===== src/rtl/uart_rxq_pkg.sv =====
package uart_rxq_pkg;
    typedef enum logic [1:0] {
        TO_IDLE  = 2'd0,
        TO_COUNT = 2'd1,
        TO_FIRED = 2'd2
    } tout_state_e;

    localparam int INT_FULL = 0;
    localparam int INT_OVF  = 1;
    localparam int INT_TOUT = 2;
    localparam int INT_W    = 3;
endpackage


===== src/rtl/rxq_store.sv =====
module rxq_store #(
    parameter int DW    = 8,
    parameter int DEPTH = 128,
    parameter int AW    = $clog2(DEPTH)
) (
    input  logic          clk,
    input  logic          rst_n,
    input  logic          wr_req,
    input  logic [DW-1:0] wr_data,
    input  logic          rd_req,
    output logic [DW-1:0] rd_data,
    output logic [AW-1:0] wr_ptr,
    output logic [AW-1:0] rd_ptr,
    output logic          nonempty,
    output logic          ovf_evt
);
    localparam logic [AW-1:0] LAST = AW'(DEPTH - 1);

    logic [DW-1:0] mem [DEPTH];
    logic          full;
    logic          do_wr;
    logic          do_rd;

    function automatic logic [AW-1:0] step(input logic [AW-1:0] p);
        return (p == LAST) ? '0 : p + 1'b1;
    endfunction

    assign full    = nonempty && (wr_ptr == rd_ptr);
    assign do_wr   = wr_req && !full;
    assign do_rd   = rd_req && nonempty;
    assign ovf_evt = wr_req && full;

    always_ff @(posedge clk) begin
        if (do_wr) begin
            mem[wr_ptr] <= wr_data;
        end
    end

    always_ff @(posedge clk) begin
        if (!rst_n) begin
            wr_ptr   <= '0;
            rd_ptr   <= '0;
            nonempty <= 1'b0;
            rd_data  <= '0;
        end else begin
            if (do_wr) begin
                wr_ptr <= step(wr_ptr);
            end
            if (do_rd) begin
                rd_ptr  <= step(rd_ptr);
                rd_data <= mem[rd_ptr];
            end
            if (do_wr) begin
                nonempty <= 1'b1;
            end else if (do_rd && (step(rd_ptr) == wr_ptr)) begin
                nonempty <= 1'b0;
            end
        end
    end

    // a pop on an empty queue moves nothing
    assert_hold_on_empty_read_R10: assert property (@(posedge clk) disable iff (!rst_n)
        (rd_req && !nonempty && !wr_req) |=> ($stable(rd_ptr) && $stable(rd_data)));

    // a full queue accepts no byte
    assert_no_write_when_full_R9: assert property (@(posedge clk) disable iff (!rst_n)
        (wr_req && full) |=> $stable(wr_ptr));
endmodule


===== src/rtl/rxq_level.sv =====
module rxq_level #(
    parameter int DEPTH = 128,
    parameter int AW    = $clog2(DEPTH)
) (
    input  logic [AW-1:0] wr_ptr,
    input  logic [AW-1:0] rd_ptr,
    input  logic          nonempty,
    output logic [AW:0]   level
);
    localparam logic [AW:0] FULL_LVL = (AW+1)'(DEPTH);

    always_comb begin
        if (wr_ptr > rd_ptr) begin
            level = {1'b0, wr_ptr} - {1'b0, rd_ptr};
        end else if (wr_ptr < rd_ptr) begin
            level = {1'b0, wr_ptr} + FULL_LVL - {1'b0, rd_ptr};
        end else begin
            level = nonempty ? FULL_LVL : '0;
        end
    end
endmodule


===== src/rtl/rxq_timeout.sv =====
module rxq_timeout
    import uart_rxq_pkg::*;
#(
    parameter int THR_W      = 8,
    parameter int SLOW_SHIFT = 3
) (
    input  logic             clk,
    input  logic             rst_n,
    input  logic             tick,
    input  logic             byte_in,
    input  logic             empty,
    input  logic [THR_W-1:0] thr,
    input  logic             slow,
    output logic             hit
);
    localparam int CW = THR_W + SLOW_SHIFT;

    tout_state_e    state;
    tout_state_e    state_nx;
    logic [CW-1:0]  cnt;
    logic [CW-1:0]  limit;
    logic [CW-1:0]  cnt_inc;
    logic           enabled;

    assign enabled = (thr != '0);
    assign limit   = slow ? (CW'(thr) << SLOW_SHIFT) : CW'(thr);
    assign cnt_inc = cnt + 1'b1;

    // state register
    always_ff @(posedge clk) begin
        if (!rst_n) begin
            state <= TO_IDLE;
        end else begin
            state <= state_nx;
        end
    end

    // next state and fire pulse
    always_comb begin
        state_nx = state;
        hit      = 1'b0;
        unique case (state)
            TO_IDLE: begin
                if (enabled && !empty) begin
                    state_nx = TO_COUNT;
                end
            end
            TO_COUNT: begin
                if (!enabled || empty) begin
                    state_nx = TO_IDLE;
                end else if (!byte_in && tick && (cnt_inc >= limit)) begin
                    hit      = 1'b1;
                    state_nx = TO_FIRED;
                end
            end
            TO_FIRED: begin
                if (!enabled || empty) begin
                    state_nx = TO_IDLE;
                end else if (byte_in) begin
                    state_nx = TO_COUNT;
                end
            end
            default: state_nx = TO_IDLE;
        endcase
    end

    // character-time counter
    always_ff @(posedge clk) begin
        if (!rst_n) begin
            cnt <= '0;
        end else begin
            unique case (state)
                TO_COUNT: begin
                    if (byte_in) begin
                        cnt <= '0;
                    end else if (tick) begin
                        cnt <= cnt_inc;
                    end
                end
                default: cnt <= '0;
            endcase
        end
    end

    // disabled timeout parks the machine
    assert_idle_when_disabled_R5: assert property (@(posedge clk) disable iff (!rst_n)
        (!enabled) |=> (state == TO_IDLE));

    // nothing is counted while the queue is empty
    assert_idle_when_empty_R8: assert property (@(posedge clk) disable iff (!rst_n)
        empty |=> (state == TO_IDLE));

    // entry into the fired state is always caused by a tick
    assert_fire_on_tick_R4: assert property (@(posedge clk) disable iff (!rst_n)
        ((state == TO_FIRED) && ($past(state) != TO_FIRED)) |-> $past(tick));
endmodule


===== src/rtl/uart_rxq_top.sv =====
module uart_rxq_top
    import uart_rxq_pkg::*;
#(
    parameter int DW    = 8,
    parameter int DEPTH = 128,
    parameter int THR_W = 8
) (
    input  logic                     clk,
    input  logic                     rst_n,
    input  logic [DW-1:0]            rx_byte,
    input  logic                     rx_valid,
    input  logic                     char_tick,
    input  logic                     rd_en,
    input  logic [$clog2(DEPTH)-1:0] full_thresh,
    input  logic [THR_W-1:0]         tout_thresh,
    input  logic                     tout_slow,
    input  logic [INT_W-1:0]         int_clr,
    output logic [DW-1:0]            rd_data,
    output logic [$clog2(DEPTH):0]   fill_level,
    output logic [INT_W-1:0]         int_status
);
    localparam int AW = $clog2(DEPTH);

    logic [AW-1:0] wr_ptr;
    logic [AW-1:0] rd_ptr;
    logic          nonempty;
    logic          ovf_evt;
    logic          tout_hit;
    logic          ovf_q;
    logic          tout_q;

    rxq_store #(.DW(DW), .DEPTH(DEPTH), .AW(AW)) u_store (
        .clk      (clk),
        .rst_n    (rst_n),
        .wr_req   (rx_valid),
        .wr_data  (rx_byte),
        .rd_req   (rd_en),
        .rd_data  (rd_data),
        .wr_ptr   (wr_ptr),
        .rd_ptr   (rd_ptr),
        .nonempty (nonempty),
        .ovf_evt  (ovf_evt)
    );

    rxq_level #(.DEPTH(DEPTH), .AW(AW)) u_level (
        .wr_ptr   (wr_ptr),
        .rd_ptr   (rd_ptr),
        .nonempty (nonempty),
        .level    (fill_level)
    );

    rxq_timeout #(.THR_W(THR_W), .SLOW_SHIFT(3)) u_tout (
        .clk     (clk),
        .rst_n   (rst_n),
        .tick    (char_tick),
        .byte_in (rx_valid),
        .empty   (!nonempty),
        .thr     (tout_thresh),
        .slow    (tout_slow),
        .hit     (tout_hit)
    );

    always_ff @(posedge clk) begin
        if (!rst_n) begin
            ovf_q  <= 1'b0;
            tout_q <= 1'b0;
        end else begin
            ovf_q  <= ovf_evt  | (ovf_q  & ~int_clr[INT_OVF]);
            tout_q <= tout_hit | (tout_q & ~int_clr[INT_TOUT]);
        end
    end

    always_comb begin
        int_status           = '0;
        int_status[INT_FULL] = (fill_level > {1'b0, full_thresh});
        int_status[INT_OVF]  = ovf_q;
        int_status[INT_TOUT] = tout_q;
    end

    // an overflow event is recorded
    assert_ovf_sticky_R9: assert property (@(posedge clk) disable iff (!rst_n)
        ovf_evt |=> int_status[INT_OVF]);

    // the level moves by at most one byte per cycle
    assert_level_step_R2: assert property (@(posedge clk) disable iff (!rst_n)
        $past(rst_n) |-> ((fill_level == $past(fill_level)) ||
                          (fill_level == $past(fill_level) + 1'b1) ||
                          (fill_level == $past(fill_level) - 1'b1)));
endmodule


===== config.mk =====
export PLATFORM = sky130hd
export DESIGN_NAME = uart_rxq_top
export DESIGN_NICKNAME = d
export VERILOG_FILES = /design/src/rtl/uart_rxq_pkg.sv /design/src/rtl/rxq_store.sv /design/src/rtl/rxq_level.sv /design/src/rtl/rxq_timeout.sv /design/src/rtl/uart_rxq_top.sv
export SDC_FILE = /design/constraint.sdc
export NUM_CORES = 1
export LEC_CHECK = 0
export ABC_AREA = 1
export CAP_MARGIN = 25
export CORE_MARGIN = 10
export CORE_UTILIZATION = 40
export CTS_BUF_LIST = sky130_fd_sc_hd__clkbuf_16
export DETAILED_ROUTE_END_ITERATION = 12
export GPL_TIMING_DRIVEN = 1
export PLACE_DENSITY = 0.65
export RECOVER_POWER = 25
export SYNTH_ARGS = -nofsm -noshare
export SYNTH_HDL_FRONTEND = slang
export SYNTH_HIERARCHICAL = 1
export SYNTH_SLANG_ARGS = --single-unit

===== constraint.sdc =====
create_clock -name clk -period 3.5 [get_ports clk]
set_input_delay 0.875 -clock clk [delete_from_list [all_inputs] [get_ports clk]]
set_output_delay 0.875 -clock clk [all_outputs]
set_load 0.05 [all_outputs]

# Word-level counts from Yosys, hierarchy flattened
# Memories as Yosys holds them, arrays and structs flattened. A register that Yosys moved wholly into a read port is not among the register bits.
# Cells that the tools add are included.
[word_totals]
reg_bits = 30
latchBits = 0
mem_bits_rw = 1024
rom_bits = 0
out_inout_bits = 19
mem_count = 1
[memory_table]
columns = ["memory", "depth", "word_bits", "read_ports", "rd_clocked_by_memory_dff", "wr", "line", "text"]
rows = [
  ["u_store.mem", 128, 8, 1, 1, 1, "rxq_store.sv:19", "logic [DW-1:0] mem [DEPTH];"],
]
[classes]
add_sub_neg = 6
n_mul = 0
div = 0
order_cmp = 4
n_eq_ne = 9
shift = 0
muxes = 19
bitwise_logic = 8
reduce_logical = 19
[op_table]
columns = ["op", "n"]
rows = [
  ["$mux 8", 3],
  ["$add 7x1->7 const B", 2],
  ["$eq 7x7->1", 2],
  ["$eq 7x7->1 const B", 2],
  ["$mux 7", 2],
  ["$add 11x1->11 const B", 1],
  ["$ge 11x11->1", 1],
  ["$mux 11", 1],
  ["$mux 2", 5],
  ["$add 7x8->8 const B", 1],
  ["$gt 8x7->1", 1],
  ["$logic_and 1x1->1", 8],
  ["$reduce_bool 8->1", 1],
  ["$sub 7x7->8", 1],
  ["$sub 8x7->8", 1],
  ["$gt 7x7->1", 1],
  ["$lt 7x7->1", 1],
  ["$mux 1", 7],
  ["$pmux 2 s3", 1],
  ["$logic_not 1->1", 5],
  ["$not 1->1", 4],
  ["$ne 3x1->1 const B", 1],
  ["$ne 3x2->1 const B", 1],
  ["$reduce_and 3->1", 1],
  ["9 further kinds", 11],
]

# Depth between registers and ports, before layout
[depth]
word_depth = 7
ltp_mapped = 18

# Modules after synthesis
# The synthesis kept the hierarchy.
[modules_own_cells]
columns = ["module", "n_inst", "cells_each", "area_per_inst_um2", "seq_area_each_um2"]
rows = [
  ["rxq_store", 1, 4279, 45105.8, 31209.9],
  ["rxq_timeout", 1, 171, 1108.6, 260.2],
  ["rxq_level", 1, 88, 471.7, 0.0],
  ["uart_rxq_top", 1, 46, 289.0, 40.0],
]

# Worst setup path after synthesis
# OpenSTA, ideal clock, no wires.
[synth_timing]
kind = "reg2out"
startpoint = "register u_store.wr_ptr[2]"
endpoint = "output port int_status[0]"
arrival_ns = 3.462
setup_slack_ns = -0.837
stages_incl_launch_ff = 12
path_buffers = 1
cell_sequence = "dfxtp_1 -> ha_1 -> buf_4 -> nand3_1 -> nand2_1 -> nand2_1 -> a21boi_4 -> a21oi_1 -> ha_1 -> nand3b_1 -> nor3_1 -> a21oi_1"
[synth_between]
elab_chain_len = 5
elab_cells_between_ends = 8
classes_between = "3 x add/sub; 3 x order compare; 2 x mux"
[synth_lines]
columns = ["item", "line", "text"]
rows = [
  ["start, declared", "rxq_store.sv:12", "output logic [AW-1:0] wr_ptr,"],
  ["start signal, assigned", "rxq_store.sv:47", "wr_ptr <= step(wr_ptr);"],
  ["$add 7x8->8", "rxq_level.sv:16", "level = {1'b0, wr_ptr} + FULL_LVL - {1'b0, rd_ptr};"],
  ["$sub 8x7->8", "rxq_level.sv:16", ""],
  ["$mux 8", "rxq_level.sv:15", "end else if (wr_ptr < rd_ptr) begin"],
  ["$mux 8 (*)", "rxq_level.sv:13", "if (wr_ptr > rd_ptr) begin"],
  ["via fill_level[6]", "uart_rxq_top.sv:19", "output logic [$clog2(DEPTH):0] fill_level,"],
  ["$gt 8x7->1 (*)", "uart_rxq_top.sv:75", "int_status[INT_FULL] = (fill_level > {1'b0, full_thresh});"],
  ["end, declared", "uart_rxq_top.sv:20", "output logic [INT_W-1:0] int_status"],
]
# Mark *: on every way through the listed nets, which the timed path passes. The rest lies on a longest branch.

# Final worst setup path
[layout_timing]
startpoint = "register u_store.wr_ptr[0]"
endpoint = "output port int_status[0]"
[layout_between]
elab_chain_len = 5
elab_cells_between_ends = 8
classes_between = "3 x add/sub; 3 x order compare; 2 x mux"
[layout_lines]
columns = ["item", "line"]
rows = [
  ["$add 7x8->8", "rxq_level.sv:16"],
  ["$sub 8x7->8", "rxq_level.sv:16"],
  ["$mux 8", "rxq_level.sv:15"],
  ["$mux 8 (*)", "rxq_level.sv:13"],
  ["$gt 8x7->1 (*)", "uart_rxq_top.sv:75"],
]
# Mark *: on every way between the ends. The rest lies on a longest branch, timed or not.

==> metrics.md <==
| Metric | Value |
|---|---|
| Kind of critical path | reg2out |
| Main synth FF type | edfxtp_1 |
| Met1 GRT Util | 0.2463 |
| Hold Path Class | reg2reg |
| Pwr Total | 0.02866 W |
| Maxcap violations | 8 |
| I/O Pins | 51 |
| Post-DP HPWL | 72.05 mm |
| P_int | 0.02162 W |
| Startpoint types | flip-flop |
| Largest family of logic cells by synthesized area | simple AND/OR/NAND/NOR gates |
| Initial antenna violation count | 2 |
| Post-synthesis sequential area ratio | 0.6708 |
| Bufs on Longest Clock Path | 3 |
| DIE WIDTH | 362.7 um |
| Required time worst endpoint | 2.62 ns |
| Power share of the clock group | 0.408 |
| Largest net degree at the start of global routing | 238 |
| Port Buffers | 49 |
| Row count | 125 |
| First-pass iteration count of the detailed router | 5 |
| Die area | 131500 um^2 |
| Final worst-path cycle share | 1.147 |
| RSZ-0062 raised after global routing | yes |
| Combinational power share | 0.103 |
| Endpoints failing setup | 1 |
| Sequential power share | 0.488 |
| Leading post-synthesis cells by cell area | edfxtp_1, nand2_1, nand3_1 |
| Syn_area_per_cell | 10.25 um^2 |
| Fin crit period | 4.016 ns |
| Simple-gate portion of the synthesized area | 0.2220 |
| P_leak | 21.46 nW |
| DR DRC count | 0 |
| EDFF count, synth | 1024 |
| Share of the synthesized area in the top cell type | 0.6546 |
| Setup TNS | -0.5156 ns |
| Clk_skew | 0.02977 ns |
| Met2 usage | 0.2918 |
| Crit path from | u_store/wr_ptr[0] |
| Most Crowded Layer GR | met2 |
| Final Util | 0.4633 |
| Failing checks | max-capacitance violations, max-slew violations, negative setup slack |
| Crit-path max FO | 6 |
| Ys Warns | 6 |
| Core area | 116400 um^2 |
| Status | finished, violations left |
| Antenna viol nets, final | 0 |
| Total Wirelength | 123.1 mm |
| Synthesis-to-layout area growth | 14.76% |
| Post-synthesis mux area share | 0.0002131 |
| Initial DRC count | 3454 |
| First-pass GRT wire length | 185.6 mm |
| Endpoints failing hold | 0 |
| Final-stage net count | 4784 |
| CTS Hold Bufs | 0 |
| Global route overflow | 0 |
| Largest area contributor in the netlist | edfxtp_1 |
| Hold path start | tout_q |
| Routed via count | 32480 |
| Slew Limit Fails | 348 |
| Adder-Cell Fraction of Synth Area | 0.007884 |
| CP endpoint kind | output pin |
| Highest Clock Rate | 249.0 MHz |
| Post-synthesis xor/xnor area fraction | 0.003729 |
| VDD IR max | 0.4203 mV |
| Clock sink count | 1062 |
| CTS tree | yes |
| Vias in the first global route | 30940 |
| Die Y | 362.7 um |
| Routability cong. | 0.8729 |
| Synth async-reset ratio | 0 |
| Rel. slew slack | -0.6949 |
| CTS buffer count | 108 |
| Switching share of power | 0.2458 |
| Setup ws final | -0.5156 ns |
| Average wire per standard cell | 19.41 um |
| Power Dens Cells | 531.7 nW/um^2 |
| Initial Utilization | 0.4037 |
| Arr. time, crit path | 3.14 ns |
| GRT Total Usage | 0.1812 |
| Clk_lat worst skew | 0.71 ns |
| Synthesized area | 46980 um^2 |
| #FFs+latches synth | 1062 |
| Crit Reg-Reg Startpoint | u_store/rd_ptr[3] |
| Synthesized net count | 4645 |
| Synth cell types | 41 |
| Net Sw Power | 0.007045 W |
| Root Driver | clkbuf_16 |
| Post-synthesis compound-gate area fraction | 0.03052 |
| Worst slack, placed | 0.04293 ns |
| Syn Inst Count | 4584 |
| Vias/cell | 5.124 |
| Layout cell share with drive strength beyond 1 | 0.1103 |
| Clk slew on worst S/H paths | 0.06 ns |
| Slew @ Worst Pin | 2.542 ns |
| GRT met3 Usage | 0.03087 |
| Hold_ws | 0.4962 ns |
| Htree depth | 3 |
-- final timing paths --
kind	endpoint	slack, ns	cells past startpoint
worst max-delay path	int_status[0]	-0.52	16
worst min register to register	tout_q	0.50	2
worst min-delay path	tout_q	0.50	2
worst max register to register	u_store/mem[81][3]	0.14	12
-- metrics by stage --
| step | area [um^2] | std cells |
|---|---|---|
| final | 53910 | 6340 |
| after global routing | 53910 | 6339 |
| after CTS | 53950 | 6335 |
| after detailed placement | 50300 | 6128 |
| after global placement | 50300 | 6128 |
| after floorplan | 47100 | 4584 |
-- cells in the final DEF (no fill, tap or decap), types with 15 or more instances in the layout --
master              n
nand3_1           448
buf_12             16
nor2_1            231
o21ai_0            69
dfxtp_1            31
ha_1               25
clkbuf_16         111
bufinv_16          15
clkinv_2           23
a21oi_1            77
buf_4             203
nor3_1            106
inv_1             509
or2_2              80
clkdlybuf4s50_1    33
nand2_1          1569
clkinv_1           28
edfxtp_1         1024
o211ai_1           82
xor2_1             17
-- synth_stat cells, types with 2 or more instances --
cell type	count
dfxtp_1	38
inv_1	491
clkinv_1	7
xor2_1	17
o21ai_0	69
xnor2_1	3
o211ai_1	82
o22ai_1	2
ha_1	28
nand2_1	1574
nand4_4	7
o21ai_1	5
nor3b_1	2
nand4_1	10
nand3_1	449
nand2_2	2
edfxtp_1	1024
buf_1	27
nor3_2	5
clkbuf_1	107
buf_4	14
buf_6	7
buf_2	91
or2_2	80
a21oi_1	80
inv_2	6
nor3_1	107
nor2_1	237
-- critical path, stage by stage (launching register included) --
cell and delay (ns):
dfxtp_2 0.34, inv_2 0.04, ha_4 0.15, fa_2 0.35, inv_2 0.07, nand3_2 0.06
nand2_2 0.10, nand2_4 0.06, a21boi_4 0.15, buf_12 0.16, a21oi_4 0.05, ha_4 0.28
nand3b_1 0.12, nor2_2 0.11, nand2_2 0.07, a21oi_4 0.15, buf_12 0.15
-- sequential cells by signal, summed over array words and instances (netlist names) --
name              count
u_tout/state          2
u_tout/cnt           11
ovf_q                 1
u_store/wr_ptr        7
tout_q                1
u_store/nonempty      1
u_store/mem        1024
u_store/rd_ptr        7
u_store/rd_data       8
-- routing by layer --
layer / share of wire / wire length (um)
met1: 0.43 / 52890
met2: 0.46 / 56910
met3: 0.075 / 9287
met4: 0.032 / 3951
met5: 0.00011 / 13
-- layout make-up --
| class | count | area (um^2) |
|---|---|---|
| Antenna cell | 1 | 2.502 |
| Clock buffer | 109 | 2728 |
| Clock inverter | 93 | 882.1 |
| Fill cell | 10510 | 62450 |
| Inverter | 505 | 1916 |
| Multi-Input combinational cell | 2770 | 12560 |
| Sequential cell | 1062 | 31530 |
| Tap cell | 1524 | 1907 |
| Timing Repair Buffer | 276 | 2387 |
-- cell families after synthesis --
kind of cell | count (synthesis)
buffers and inverters | 752
and+or+nand+nor | 2479
muxes | 1
AOI/OAI and AO/OA | 241
adders and majority gates | 29
xor gates and xnor gates | 20
DFF | 1062
-- power groups by stage --
stage                     Sequential [W]  Clock (W)  Combinational, W
after floorplan                   0.0143          0           0.00173
after global placement            0.0143          0           0.00286
after detailed placement          0.0143          0           0.00290
after CTS                         0.0140     0.0119           0.00293
after global routing              0.0140     0.0124           0.00321
final                             0.0140     0.0117           0.00296
-- repair_timing --
item,4_1_cts,5_1_grt
setup endpoints to repair,1,6
cloned,0,2
resized for setup,1,10
buffers inserted,5,2
pin swaps,9,4
Power figures use the tool's default switching activity.
